### config.mk
export PLATFORM = sky130hd
export DESIGN_NAME = ea_gen
export DESIGN_NICKNAME = d
export VERILOG_FILES = /design/src/rtl/ea_pkg.sv /design/src/rtl/ea_base_sel.sv /design/src/rtl/ea_disp_ext.sv /design/src/rtl/ea_seg_resolve.sv /design/src/rtl/ea_gen.sv
export SDC_FILE = /design/constraint.sdc
export NUM_CORES = 1
export LEC_CHECK = 0
export ABC_AREA = 1
export BUFFER_PORTS_ARGS = -buffer_cell sky130_fd_sc_hd__clkbuf_2
export CAP_MARGIN = 20
export CORE_MARGIN = 4
export CORE_UTILIZATION = 45
export DETAILED_ROUTE_END_ITERATION = 7
export GPL_TIMING_DRIVEN = 0
export PLACE_DENSITY = 0.75
export REMOVE_ABC_BUFFERS = 1
export SYNTH_ARGS = -nofsm -noshare
export SYNTH_HDL_FRONTEND = slang
export SYNTH_SLANG_ARGS = --single-unit
### constraint.sdc
create_clock -name clk -period 7.65 [get_ports clk]
set_clock_uncertainty 0.1 [all_clocks]
set_input_delay 0.765 -clock clk [delete_from_list [all_inputs] [get_ports clk]]
set_output_delay 0.765 -clock clk [all_outputs]
set_load 0.03 [all_outputs]
### src/rtl/ea_pkg.sv
package ea_pkg;

    localparam int WORD_W    = 16;
    localparam int PHYS_W    = 20;
    localparam int SEG_SHIFT = 4;

    typedef enum logic [1:0] {
        SEG_ES = 2'd0,
        SEG_CS = 2'd1,
        SEG_SS = 2'd2,
        SEG_DS = 2'd3
    } seg_e;

    typedef enum logic [1:0] {
        MODE_NODISP = 2'd0,
        MODE_DISP8  = 2'd1,
        MODE_DISP16 = 2'd2,
        MODE_REG    = 2'd3
    } amode_e;

    typedef struct packed {
        amode_e     mode;
        logic [2:0] mid;
        logic [2:0] rm;
    } addr_byte_t;

    typedef struct packed {
        logic [PHYS_W-1:0] phys;
        logic [WORD_W-1:0] offset;
        seg_e              seg;
        logic              is_reg;
        logic [2:0]        reg_idx;
        logic [2:0]        mid;
        logic [1:0]        disp_len;
    } ea_result_t;

    // Stack segment is the default whenever BP contributes to the base.
    function automatic seg_e f_default_seg(amode_e mode, logic [2:0] rm);
        if (rm == 3'd2 || rm == 3'd3)
            return SEG_SS;
        if (rm == 3'd6 && mode != MODE_NODISP)
            return SEG_SS;
        return SEG_DS;
    endfunction

    function automatic logic f_is_direct(amode_e mode, logic [2:0] rm);
        return (mode == MODE_NODISP) && (rm == 3'd6);
    endfunction

endpackage

### src/rtl/ea_base_sel.sv
module ea_base_sel
    import ea_pkg::*;
#(
    parameter int W = WORD_W
) (
    input  amode_e       mode,
    input  logic [2:0]   rm,
    input  logic [W-1:0] bx,
    input  logic [W-1:0] bp,
    input  logic [W-1:0] si,
    input  logic [W-1:0] di,
    output logic [W-1:0] base,
    output seg_e         dflt_seg,
    output logic         direct
);
    logic [W-1:0] anchor;
    logic [W-1:0] index;

    always_comb begin
        anchor = '0;
        index  = '0;
        unique case (rm)
            3'd0: begin anchor = bx; index = si; end
            3'd1: begin anchor = bx; index = di; end
            3'd2: begin anchor = bp; index = si; end
            3'd3: begin anchor = bp; index = di; end
            3'd4: index = si;
            3'd5: index = di;
            3'd6: anchor = bp;
            default: anchor = bx;
        endcase
    end

    assign direct   = f_is_direct(mode, rm);
    assign base     = direct ? '0 : anchor + index;
    assign dflt_seg = f_default_seg(mode, rm);

endmodule

### src/rtl/ea_disp_ext.sv
module ea_disp_ext
    import ea_pkg::*;
#(
    parameter int W = WORD_W
) (
    input  amode_e       mode,
    input  logic         direct,
    input  logic [7:0]   lo,
    input  logic [7:0]   hi,
    output logic [W-1:0] disp,
    output logic [1:0]   len
);
    localparam int EXT_W = W - 8;

    logic [W-1:0] word16;
    logic [W-1:0] sext8;

    assign word16 = W'({hi, lo});
    assign sext8  = {{EXT_W{lo[7]}}, lo};

    always_comb begin
        unique case (mode)
            MODE_NODISP: begin
                disp = direct ? word16 : '0;
                len  = direct ? 2'd2 : 2'd0;
            end
            MODE_DISP8: begin
                disp = sext8;
                len  = 2'd1;
            end
            MODE_DISP16: begin
                disp = word16;
                len  = 2'd2;
            end
            default: begin
                disp = '0;
                len  = 2'd0;
            end
        endcase
    end

endmodule

### src/rtl/ea_seg_resolve.sv
module ea_seg_resolve
    import ea_pkg::*;
#(
    parameter int W     = WORD_W,
    parameter int PW    = PHYS_W,
    parameter int SHIFT = SEG_SHIFT
) (
    input  seg_e          dflt_seg,
    input  logic          ovr_en,
    input  logic [1:0]    ovr_sel,
    input  logic [W-1:0]  seg_vals [4],
    input  logic [W-1:0]  offset,
    output seg_e          seg,
    output logic [PW-1:0] phys
);
    localparam int SUM_W = W + SHIFT;

    logic [W-1:0]     seg_val;
    logic [SUM_W-1:0] sum;

    assign seg     = ovr_en ? seg_e'(ovr_sel) : dflt_seg;
    assign seg_val = seg_vals[seg];
    assign sum     = {seg_val, {SHIFT{1'b0}}} + SUM_W'(offset);
    assign phys    = sum[PW-1:0];

endmodule

### src/rtl/ea_gen.sv
module ea_gen
    import ea_pkg::*;
#(
    parameter int W     = WORD_W,
    parameter int PW    = PHYS_W,
    parameter int SHIFT = SEG_SHIFT
) (
    input  logic          clk,
    input  logic          rst,
    input  logic          in_valid,
    input  logic [7:0]    modrm,
    input  logic [7:0]    disp_lo,
    input  logic [7:0]    disp_hi,
    input  logic [W-1:0]  reg_bx,
    input  logic [W-1:0]  reg_bp,
    input  logic [W-1:0]  reg_si,
    input  logic [W-1:0]  reg_di,
    input  logic [W-1:0]  seg_es,
    input  logic [W-1:0]  seg_cs,
    input  logic [W-1:0]  seg_ss,
    input  logic [W-1:0]  seg_ds,
    input  logic          ovr_en,
    input  logic [1:0]    ovr_sel,
    output logic          out_valid,
    output logic [PW-1:0] out_phys,
    output logic [W-1:0]  out_offset,
    output logic [1:0]    out_seg,
    output logic          out_is_reg,
    output logic [2:0]    out_reg_idx,
    output logic [2:0]    out_mid,
    output logic [1:0]    out_disp_len
);
    addr_byte_t  ab;
    logic [W-1:0] base, disp, mem_off;
    logic [W-1:0] seg_vals [4];
    logic [1:0]  dlen;
    logic        direct, reg_op;
    seg_e        dflt_seg, seg_pick;
    logic [PW-1:0] phys_mem;
    ea_result_t  nxt, res;
    logic        valid_q;

    assign ab       = addr_byte_t'(modrm);
    assign reg_op   = (ab.mode == MODE_REG);
    assign seg_vals[SEG_ES] = seg_es;
    assign seg_vals[SEG_CS] = seg_cs;
    assign seg_vals[SEG_SS] = seg_ss;
    assign seg_vals[SEG_DS] = seg_ds;

    ea_base_sel #(.W(W)) u_base (
        .mode(ab.mode), .rm(ab.rm),
        .bx(reg_bx), .bp(reg_bp), .si(reg_si), .di(reg_di),
        .base(base), .dflt_seg(dflt_seg), .direct(direct)
    );

    ea_disp_ext #(.W(W)) u_disp (
        .mode(ab.mode), .direct(direct), .lo(disp_lo), .hi(disp_hi),
        .disp(disp), .len(dlen)
    );

    assign mem_off = reg_op ? '0 : base + disp;

    ea_seg_resolve #(.W(W), .PW(PW), .SHIFT(SHIFT)) u_seg (
        .dflt_seg(dflt_seg), .ovr_en(ovr_en), .ovr_sel(ovr_sel),
        .seg_vals(seg_vals), .offset(mem_off),
        .seg(seg_pick), .phys(phys_mem)
    );

    always_comb begin
        nxt.phys     = reg_op ? '0 : phys_mem;
        nxt.offset   = mem_off;
        nxt.seg      = seg_pick;
        nxt.is_reg   = reg_op;
        nxt.reg_idx  = reg_op ? ab.rm : 3'd0;
        nxt.mid      = ab.mid;
        nxt.disp_len = dlen;
    end

    always_ff @(posedge clk) begin
        if (rst) begin
            valid_q <= 1'b0;
            res     <= '0;
        end else begin
            valid_q <= in_valid;
            if (in_valid)
                res <= nxt;
        end
    end

    assign out_valid    = valid_q;
    assign out_phys     = res.phys;
    assign out_offset   = res.offset;
    assign out_seg      = res.seg;
    assign out_is_reg   = res.is_reg;
    assign out_reg_idx  = res.reg_idx;
    assign out_mid      = res.mid;
    assign out_disp_len = res.disp_len;

    // direct form takes its offset straight from the two trailing bytes
    a_r2_direct_offset: assert property (@(posedge clk) disable iff (rst)
        (out_valid && $past(modrm[7:6] == 2'd0 && modrm[2:0] == 3'd6))
        |-> (out_offset == {$past(disp_hi), $past(disp_lo)} && out_disp_len == 2'd2));

    // byte count never exceeds two
    a_r4_len_range: assert property (@(posedge clk) disable iff (rst)
        out_disp_len <= 2'd2);

    // BP-relative pairs default to the stack segment
    a_r6_stack_default: assert property (@(posedge clk) disable iff (rst)
        (out_valid && !out_is_reg && !$past(ovr_en) && $past(modrm[2:1] == 2'b01))
        |-> (out_seg == 2'd2));

    // prefix wins for memory operands
    a_r7_override: assert property (@(posedge clk) disable iff (rst)
        (out_valid && !out_is_reg && $past(ovr_en)) |-> (out_seg == $past(ovr_sel)));

    // register operands carry no address and no displacement
    a_r9_reg_quiet: assert property (@(posedge clk) disable iff (rst)
        (out_valid && out_is_reg) |-> (out_disp_len == 2'd0 && out_phys == '0 && out_offset == '0));

    // outputs hold when nothing was captured
    a_r10_hold: assert property (@(posedge clk) disable iff (rst)
        !$past(in_valid) |-> ($stable(out_phys) && $stable(out_offset) && !out_valid));

endmodule

[Yosys cells after proc, flatten, opt, wreduce, memory -nomap -nowiden]
Cells that the tools add are included.
Storage, ports and cells
  input bits: 158
  register bits after elaboration: 48
  output and inout port bits: 48
  word-level logic and storage cells: 53
Cells by class
  add/subtract/negate cells: 3
  bitwise gates (word level): 1
  multiplexer cells: 21
  equal/unequal tests: 9
  reductions and logical operators: 10
  magnitude comparators: 1
Operators by type and width (number)
  $mux 16: 5
  $pmux 16 s2: 2
  $pmux 16 s3: 1
  $add 16x16->16: 2
  $bmux 16 s2: 1
  $add 20x16->20: 1
  $mux 20: 1
  $mux 2: 6
  $eq 3x3->1 const B: 3
  $reduce_or 3->1: 3
  $eq 3x2->1 const B: 2
  $pmux 2 s3: 1
  $eq 2x2->1 const B: 2
  $eq 3x1->1 const B: 1
  $ge 3x3->1 const B: 1
  $logic_not 3->1: 1
  $mux 1: 3
  $mux 3: 1
  $not 2->3: 1
  $eq 2x1->1 const B: 1
  $logic_and 1x1->1: 2
  $logic_not 2->1: 1
  $reduce_bool 2->1: 1
  $reduce_or 2->1: 1
  $logic_or 1x1->1: 1

[Longest topological paths before layout]
Gate-level depths: netlist of the first run.
  depth in word-level cells: 13
  gate-level depth with buffers: 47
  mapped depth without buffers: 47

[Cells and area by module]
Synthesis of the first run repeated with hierarchy kept, for this count alone.
Second synthesis, totals
  cells, all modules: 1017
  area, all modules: 5788.1 um^2
By module, submodules not included
  ea_gen: area each 2740.1 um^2, instances 1, cells each 420, seq. area each 960.9 um^2
  ea_base_sel: area each 1530.2 um^2, instances 1, cells each 310, seq. area each 0.0 um^2
  ea_seg_resolve: area each 1207.4 um^2, instances 1, cells each 219, seq. area each 0.0 um^2
  ea_disp_ext: area each 310.3 um^2, instances 1, cells each 68, seq. area each 0.0 um^2

[Worst setup path after synthesis of the first run]
No wires, ideal clock.
  kind: input -> register
  start point: input port modrm[0]
  end point: register res, in the netlist out_phys[19]
  stages: 43
  setup time: 0.132 ns
  path slack: 2.115 ns
  required time: 7.418 ns
  buffers on the path: 2
  arrival: 5.303 ns
  path through: buf_6 nor2_4 nor2_1 nand2_1 inv_1 clkbuf_1 nand2_1 nand2_1 ha_1 a21oi_1 nand2_1 nand2_1 nand2_1 a21oi_1 o21ai_0 o21ai_0 a21oi_1 ha_1 [... 7 more ...] nand3_1 nor2_1 nand3b_1 inv_1 ha_1 inv_1 o21bai_1 a31oi_1 o21ai_0 inv_1 nor2_1 nand3_1 nor2_1 nand2_1 nand3_1 nand2_1 nand3_1 a21oi_1
Between the ends
  elaborated cells on any way between the ends: 35
  those cells by class: 3 x add/sub; 6 x eq/ne; 17 x mux; 1 x bitwise; 8 x reduce/logical
RTL lines
  start: declaration: RTL line ea_gen.sv:11  | input logic [7:0] modrm,
  $eq 3x3->1, or another cell as far along: RTL line ea_pkg.sv:47, ea_base_sel.sv:22
  $reduce_or 3->1 (no source line) / $reduce_or 2->1 (equally long branches)
  $pmux 16 s2: RTL line ea_base_sel.sv:22  | unique case (rm)
  $add 16x16->16: RTL line ea_base_sel.sv:35  | assign base = direct ? '0 : anchor + index;
  $mux 16: RTL line ea_base_sel.sv:35
  $add 16x16->16 (*): RTL line ea_gen.sv:61  | assign mem_off = reg_op ? '0 : base + disp;
  $mux 16 (*): RTL line ea_gen.sv:61
  via mem_off[10]: RTL line ea_gen.sv:34  | logic [W-1:0] base, disp, mem_off;
  $add 20x16->20 (*): RTL line ea_seg_resolve.sv:23  | assign sum = {seg_val, {SHIFT{1'b0}}} + SUM_W'(offset);
  $mux 20 (*): RTL line ea_gen.sv:70  | nxt.phys = reg_op ? '0 : phys_mem;
  end signal: assignment: RTL line ea_gen.sv:86  | res <= nxt;
  end: declaration: RTL line ea_gen.sv:40  | ea_result_t nxt, res;
The timed path passes the listed nets; every way through them passes the cells marked *. The select of a mux whose other input is x is not followed.
A chain may end at the register's enable or synchronous reset.

[Worst setup path in the final report of the first run]
Same ends and word-level chain as after synthesis.

==> run_results.csv, run 1 <==
group,metric,value,unit
status,status,"finished clean",
setup_path,crit_arrival,6610,ps
cts,post_cts_resized,0,
cts,h-tree-depth,2,
drt,firstDrtPassIters,5,
die,start_util,46.2,%
cts,cts_tree,"built",
pwr,p_seq_share,22.3,%
timing,tns,0,ps
yosys,synth.avg_cell_area,5.70,um^2
drt,wl,14600,um
cts,cts_hold_buffers,0,
grt,antenna_found_initial,0,
cts,clock_path_buffers,2,
hold_path,hp-class,"register to register",
cts,cts_made_buffers,5,
timing,fin_crit_sh,85.6,%
cts,clock-sinks,44,
yosys,yosysWarningCount,0,
cts,cts_setup_buffers,0,
drt,route.met2.wl,6900,um
setup_path,cpMaxStageDelayCell,"o21ai_0",
pwr,swShare,48.6,%
final_layout,largest_reg_flops,19,
drt,wl_met1,6700,um
pwr,p_comb_share,62.9,%
pwr,vdd_drop_max,0.115,mV
final_layout,final_common_cell,"nand2_1",
setup_path,critPathCaptureType,"register",
yosys,ys_seq_elements,44,
setup_path,startpoint_type,"primary input",
yosys,syn_area,5030,um^2
timing,setup_ws,1100,ps
drt,routed-wl-met3,851,um
pwr,p_leak,3.59,nW
drt,drc_errors,0,
timing,setup_viol,0,
place,dp_slack,827,ps
yosys,synthCells,883,
setup_path,path_max_fanout,19,
timing,hold_violations,0,
cts,clk_latency,300,ps
pwr,clkPwrFrac,14.8,%
drt,vias,6038,
timing,drv_slew,0,
grt,grtUsageTotal,21.9,%
timing,slew_headroom,40.4,%
timing,rsz0062_at_grt,"no",
setup_path,critPathKind,"primary input to register",
die,rows,38,
place,dp_hpwl,12000,um
final_layout,area_growth,23.8,%
place,portBuffers,205,
timing,fmax,0.153,GHz
final_layout,stdcell_count,1205,
place,placedCellCount,1196,
grt,grt_max_degree,37,
final_layout,finalNetCount,1267,
die,die-area,12900,um^2
setup_path,required,7710,ps
final_layout,layout_common_cells,"253 x nand2_1, 205 x clkbuf_2, 102 x nor2_1, 94 x inv_1, 82 x a21oi_1",
die,boundaryPins,206,
drt,highest_layer,"met4",
grt,grt_pass1_vias,5466,
cts,cts-root-buf,"clkbuf_8",
drt,vias_per_cell,5.01,
drt,dr.first_iter.drc_count,325,
timing,layout_min_cycle_time,6550,ps
die,chipWidth,114,um
timing,tightest_slew,892,ps
cts,clk_pin_slew,90,ps
pwr,p_sw,0.608,mW
place,placed_area,6090,um^2
final_layout,design_area,6230,um^2
drt,wl_per_cell,12.1,um
yosys,yosysSeqAreaShare,17.5,%
final_layout,drive_gt1_share,21.7,%
run,maxCapViolations,0,
grt,grt_pass1_wl,24000,um
place,gp_congestion,0.873,
die,coreArea,10900,um^2
pwr,power_density,201,nW/um^2
pwr,intPower,0.643,mW
die,die_y,114,um
grt,grt_overflow,0,
setup_path,max_stage_delay,460,ps
drt,antenna_left,0,
final_layout,antenna-diode-count,0,
yosys,ys_types,39,
-- logic make-up (layout without fill, tap and decap cells) --
family,Yosys count,in the layout,synth area share [%]
buffers and inverters,133,315,10.6
flip-flops,44,44,17.5
adder cells (fa/ha/maj),45,45,11.6
AND/OR/NAND/NOR,461,461,38.1
XOR/XNOR,8,8,1.39
AO/OA/AOI/OAI,192,192,20.8
-- final timing paths --
path | start | endpoint | slack [ps] | depth (start not counted)
hold / removal | out_phys[8] | out_phys[8] | 370 | 2
hold reg to reg | out_phys[8] | out_phys[8] | 370 | 2
setup / recovery | modrm[0] | out_phys[19] | 1100 | 43
setup reg to reg | out_phys[6] | out_phys[6] | 6870 | 2
-- area by class of cell --
class | instances | area, um^2
Multi-Input combinational cell | 706 | 3620
Clock buffer | 5 | 68.8
Sequential cell | 44 | 881
Inverter | 100 | 375
Fill cell | 1166 | 4660
Timing Repair Buffer | 207 | 1060
Clock inverter | 3 | 46.3
Tap cell | 140 | 175
-- routing by layer --
metal	global-route usage, %	vias up
li1	-	3267
met1	28.3	2595
met2	38.8	163
met3	3.29	13
met4	4.25	0
met5	0	-
-- critical path, delay by kind of cell --
| family | cells | cell delay [ps] |
|---|---|---|
| and+or+nand+nor | 21 | 2330 |
| AOI/OAI and AO/OA | 10 | 1660 |
| buffers and inverters | 9 | 950 |
| adders and majority gates | 3 | 890 |
-- stage by stage --
stage	hold slack [ps]	power [mW]	utilization, %
6_report	369	1.25	57.2
2_1_floorplan	491	0.864	-
4_1_cts	371	1.25	57.0
5_1_grt	389	1.38	57.2
3_3_place_gp	354	1.06	55.8
3_5_place_dp	359	1.06	55.9
-- synth_stat cells --
master | number | area [um^2]
a211o_1 | 1 | 8.76
a21o_1 | 3 | 22.5
a21oi_1 | 82 | 410
a221oi_1 | 1 | 8.76
a22oi_1 | 1 | 7.51
a31oi_1 | 3 | 18.8
and2_1 | 2 | 12.5
buf_1 | 1 | 3.75
buf_2 | 3 | 15.0
buf_4 | 4 | 30.0
buf_6 | 2 | 22.5
clkbuf_1 | 23 | 86.3
clkinv_1 | 1 | 3.75
dfxtp_1 | 44 | 881
fa_1 | 3 | 60.1
ha_1 | 42 | 526
inv_1 | 94 | 353
inv_2 | 5 | 18.8
nand2_1 | 253 | 950
nand2_2 | 2 | 12.5
nand2_4 | 2 | 22.5
nand3_1 | 77 | 385
nand3b_1 | 6 | 45.0
nand4_1 | 7 | 43.8
nor2_1 | 102 | 383
nor2_2 | 2 | 12.5
nor2_4 | 1 | 11.3
nor3_1 | 4 | 20.0
o211ai_1 | 8 | 60.1
o21a_1 | 3 | 22.5
o21ai_0 | 69 | 345
o21ai_1 | 3 | 15.0
o21ai_2 | 1 | 8.76
o21bai_1 | 6 | 45.0
o22ai_1 | 10 | 62.6
o32ai_1 | 1 | 8.76
or2_2 | 3 | 18.8
xnor2_1 | 1 | 8.76
xor2_1 | 7 | 61.3
-- power groups by stage --
stage               registers [mW]  clock network [mW]  logic (mW)
global route                 0.283               0.198       0.902
floorplan                    0.353                   0       0.512
CTS                          0.279               0.189       0.786
detailed placement           0.284                   0       0.781
finish                       0.279               0.185       0.787
global placement             0.283                   0       0.773
(Power assumes the default switching activity.)
==> run 2, diff against run 1 <==
--- a/config.mk
+++ b/config.mk
@@ -8,7 +8,6 @@
 export ABC_AREA = 1
 export BUFFER_PORTS_ARGS = -buffer_cell sky130_fd_sc_hd__clkbuf_2
 export CAP_MARGIN = 20
-export CORE_MARGIN = 4
 export CORE_UTILIZATION = 45
 export DETAILED_ROUTE_END_ITERATION = 7
 export GPL_TIMING_DRIVEN = 0
==> run_results.csv, run 2 (same netlist as run 1, synthesis figures left out) <==
group,metric,value,unit
status,status,"finished clean",
setup_path,r2r_setup_slack,6870,ps
timing,fin_crit_sh,86.4,%
cts,clock_path_buffers,2,
grt,grt_overflow,0,
pwr,power_density,202,nW/um^2
cts,clock-sinks,44,
final_layout,area_growth,23.7,%
timing,drv_slew,0,
setup_path,r2r-start,"out_phys[6]",
die,boundaryPins,206,
cts,cts_setup_buffers,0,
timing,tightest_slew,902,ps
cts,clk_latency,300,ps
cts,clk_pin_slew,80,ps
cts,h-tree-depth,2,
die,chipWidth,108,um
hold_path,hold_depth,2,
die,coreArea,10900,um^2
final_layout,multi_input_area,3620,um^2
grt,grt_pass1_wl,23700,um
grt,grtUsageTotal,24.8,%
pwr,p_leak,3.59,nW
drt,firstDrtPassIters,4,
cts,cts_made_buffers,5,
place,dp_hpwl,11400,um
drt,drc_errors,0,
cts,cts-root-buf,"clkbuf_8",
die,start_util,46.2,%
final_layout,nFillCells,1169,
setup_path,crit_arrival,6670,ps
timing,slew_headroom,39.7,%
cts,cts_hold_buffers,0,
die,rows,38,
final_layout,layout_common_cells,"253 x nand2_1, 205 x clkbuf_2, 102 x nor2_1, 94 x inv_1, 82 x a21oi_1",
pwr,vdd_drop_max,0.104,mV
grt,grt_max_degree,37,
drt,vias,6037,
grt,antenna_found_initial,0,
place,portBuffers,205,
place,gp_congestion,0.902,
hold_path,hp-class,"register to register",
final_layout,antenna-diode-count,0,
final_layout,finalNetCount,1267,
timing,hold_violations,0,
timing,rsz0062_at_grt,"no",
run,maxCapViolations,0,
final_layout,largest_reg_flops,19,
timing,layout_min_cycle_time,6610,ps
setup_path,critPathCaptureType,"register",
setup_path,required,7710,ps
die,die-area,11600,um^2
setup_path,r2r-end,"out_phys[6]",
final_layout,drive_gt1_share,21.7,%
pwr,totalPowerFinal,1.25,mW
setup_path,max_stage_delay,480,ps
drt,dr.first_iter.drc_count,244,
drt,vias_per_cell,5.01,
timing,setup_viol,0,
setup_path,startpoint_type,"primary input",
setup_path,critPathKind,"primary input to register",
grt,grt_pass1_vias,5379,
drt,wl_per_cell,11.5,um
hold_path,worstHoldEndpoint,"out_phys[16]",
cts,cts_tree,"built",
setup_path,path_max_fanout,19,
timing,fmax,0.151,GHz
final_layout,seqCellArea,881,um^2
drt,antenna_left,0,
timing,tns,0,ps
setup_path,cpMaxStageDelayCell,"o21ai_0",
cts,post_cts_resized,0,
drt,wl,13900,um
hold_path,worstHoldStart,"out_phys[16]",
setup_path,ff2ff_path_depth,2,
die,die_y,108,um
final_layout,final_common_cell,"nand2_1",
run 2: cell type report:
class | instances | area share, %
clock buffer | 6 | 1.33
clock inverter | 2 | 0.623
inverter | 100 | 6.03
multi-input combinational | 706 | 58.1
sequential | 44 | 14.2
tap | 140 | 2.82
timing repair buffer | 207 | 16.9
run 2: metal layers:
layer  up-vias  global-route usage, %  wire [um]
li1       3257                      -          -
met3         6                   3.27        671
met2       149                   45.2       6440
met4         0                   2.84         91
met1      2625                   31.6       6710
met5         -                      0          0
run 2: report_power, final:
group / switching [mW] / internal [mW]
combinational: 0.504 / 0.282
sequential: 0.0164 / 0.262
clock: 0.0836 / 0.107
total: 0.604 / 0.651
run 2: worst max path at each step:
| stage | from | endpoint | depth (start not counted) |
|---|---|---|---|
| final | modrm[0] | out_phys[19] | 43 |
| after global routing | modrm[0] | out_phys[19] | 43 |
| after CTS | modrm[0] | out_phys[19] | 43 |
| after detailed placement | modrm[0] | out_phys[19] | 43 |
| after global placement | modrm[0] | out_phys[19] | 43 |
| after floorplan | modrm[1] | out_phys[17] | 47 |
run 2: stage by stage:
step / utilization (%) / hold WS, ps / instances / instance area, um^2 / setup WS (ps)
6_report: 57.1 / 365 / 1205 / 6220 / 1040
5_1_grt: 57.1 / 383 / 1205 / 6220 / 383
4_1_cts: 57.0 / 367 / 1204 / 6210 / 1070
3_5_place_dp: 55.9 / 354 / 1196 / 6090 / 778
3_3_place_gp: 55.8 / 352 / 1195 / 6070 / 851
2_1_floorplan: - / 491 / 850 / 4870 / 2030
run 2: worst max-delay path, delay by kind of cell:
kind / cells / cell delay (ps)
compound gates: 10 / 1710
fa+ha+maj: 3 / 890
simple gates: 21 / 2360
buf+inv: 9 / 950
==> run 3, diff against run 2 <==
--- a/config.mk
+++ b/config.mk
@@ -12,6 +12,7 @@
 export DETAILED_ROUTE_END_ITERATION = 7
 export GPL_TIMING_DRIVEN = 0
 export PLACE_DENSITY = 0.75
+export RECOVER_POWER = 50
 export REMOVE_ABC_BUFFERS = 1
 export SYNTH_ARGS = -nofsm -noshare
 export SYNTH_HDL_FRONTEND = slang
==> run_results.csv, run 3 (same netlist as run 1, synthesis figures left out) <==
group,metric,value,unit
timing,setup_viol,0,
final_layout,drive_gt1_share,17.4,%
drt,wl,14000,um
grt,grt_overflow,0,
status,status,"finished clean",
die,rows,38,
grt,antenna_found_initial,0,
cts,post_cts_resized,0,
timing,hold_violations,0,
place,placedCellCount,1196,
die,die-area,11600,um^2
setup_path,critPathCaptureType,"register",
drt,vias,6040,
drt,firstDrtPassIters,4,
setup_path,crit_arrival,6670,ps
setup_path,path_max_fanout,19,
timing,layout_min_cycle_time,6610,ps
run,maxCapViolations,0,
setup_path,required,7710,ps
timing,fmax,0.151,GHz
die,boundaryPins,206,
die,coreArea,10900,um^2
cts,cts_made_buffers,5,
final_layout,final_common_cell,"nand2_1",
pwr,power_density,202,nW/um^2
final_layout,largest_reg_flops,19,
cts,clk_latency,300,ps
final_layout,multi_input_area,3620,um^2
setup_path,startpoint_type,"primary input",
place,dp_slack,778,ps
place,portBuffers,205,
cts,cts_hold_buffers,0,
drt,wl_met1,6760,um
drt,vias_per_cell,5.01,
setup_path,cpLargestDelayFamily,"simple AND/OR/NAND/NOR gates",
timing,slew_headroom,39.6,%
setup_path,path_buf_inv,9,
timing,setup_ws,1040,ps
final_layout,finalNetCount,1267,
grt,grt_max_degree,37,
die,chipWidth,108,um
pwr,vdd_drop_max,0.104,mV
setup_path,critPathKind,"primary input to register",
cts,cts-root-buf,"clkbuf_8",
grt,grt_pass1_wl,23700,um
cts,h-tree-depth,2,
pwr,p_leak,3.43,nW
place,dp_hpwl,11400,um
drt,route.met2.wl,6460,um
final_layout,nFillCells,1194,
grt,grt_pass1_vias,5379,
timing,tns,0,ps
drt,routed-wl-met3,645,um
final_layout,stdcell_count,1205,
final_layout,area_growth,22.5,%
setup_path,cpMaxStageDelayCell,"o21ai_0",
timing,rsz0062_at_grt,"no",
die,start_util,46.2,%
drt,wl_per_cell,11.6,um
cts,cts_tree,"built",
cts,clk_pin_slew,80,ps
final_layout,layout_common_cells,"253 x nand2_1, 159 x clkbuf_2, 102 x nor2_1, 94 x inv_1, 82 x a21oi_1",
final_layout,antenna-diode-count,0,
timing,tightest_slew,904,ps
hold_path,hp-class,"register to register",
cts,clock-sinks,44,
drt,dr.first_iter.drc_count,236,
drt,antenna_left,0,
drt,drc_errors,0,
cts,cts_setup_buffers,0,
place,gp_congestion,0.902,
setup_path,max_stage_delay,480,ps
timing,drv_slew,0,
final_layout,seqCellArea,881,um^2
drt,highest_layer,"met4",
timing,fin_crit_sh,86.4,%
die,die_y,108,um
cts,clock_path_buffers,2,
grt,grtUsageTotal,24.8,%
run 3: cell counts in the layout (fill, tap and decap cells not counted):
Identical to the previous run, type by type.
run 3: final timing paths:
| check | depth (start not counted) | slack, ps | start | end |
|---|---|---|---|---|
| worst min-delay path | 2 | 360 | out_phys[16] | out_phys[16] |
| worst max-delay path | 43 | 1040 | modrm[0] | out_phys[19] |
| worst max register to register | 2 | 6870 | out_phys[6] | out_phys[6] |
| worst min register to register | 2 | 360 | out_phys[16] | out_phys[16] |
run 3: layout make-up:
cell class / instances / share of cell area (%)
multi-input cells: 706 / 58.7
repair buffers: 207 / 16.1
flip-flops and latches: 44 / 14.3
inverters: 100 / 6.09
well taps: 140 / 2.84
clock buffers: 6 / 1.34
clock inverters: 2 / 0.629
run 3: power by group:
group          leakage, nW  internal (mW)  total (mW)  switching, mW
logic                 3.01          0.274       0.778          0.504
clock network       0.0614          0.107       0.191         0.0837
registers            0.362          0.262       0.278         0.0163
total                 3.43          0.643        1.25          0.604
run 3: stage by stage:
| stage | hold slack (ps) | cell area [um^2] | utilization, % | total power [mW] |
|---|---|---|---|---|
| after floorplan | 491 | 4870 | - | 0.864 |
| after global placement | 352 | 6070 | 55.8 | 1.05 |
| after detailed placement | 354 | 6090 | 55.9 | 1.06 |
| after CTS | 367 | 6210 | 57.0 | 1.26 |
| after global routing | 383 | 6160 | 56.6 | 1.38 |
| final | 365 | 6160 | 56.6 | 1.25 |
run 3: worst min-delay path: stages (launching register included):
cell	delay (ps)
dfxtp_1	310
nand2_1	60
a21oi_1	50
run 3: routing by layer:
layer,vias to the layer above,GRT usage [%]
li1,3256,-
met1,2628,31.6
met2,149,45.2
met3,7,3.27
met4,0,2.84
met5,-,0
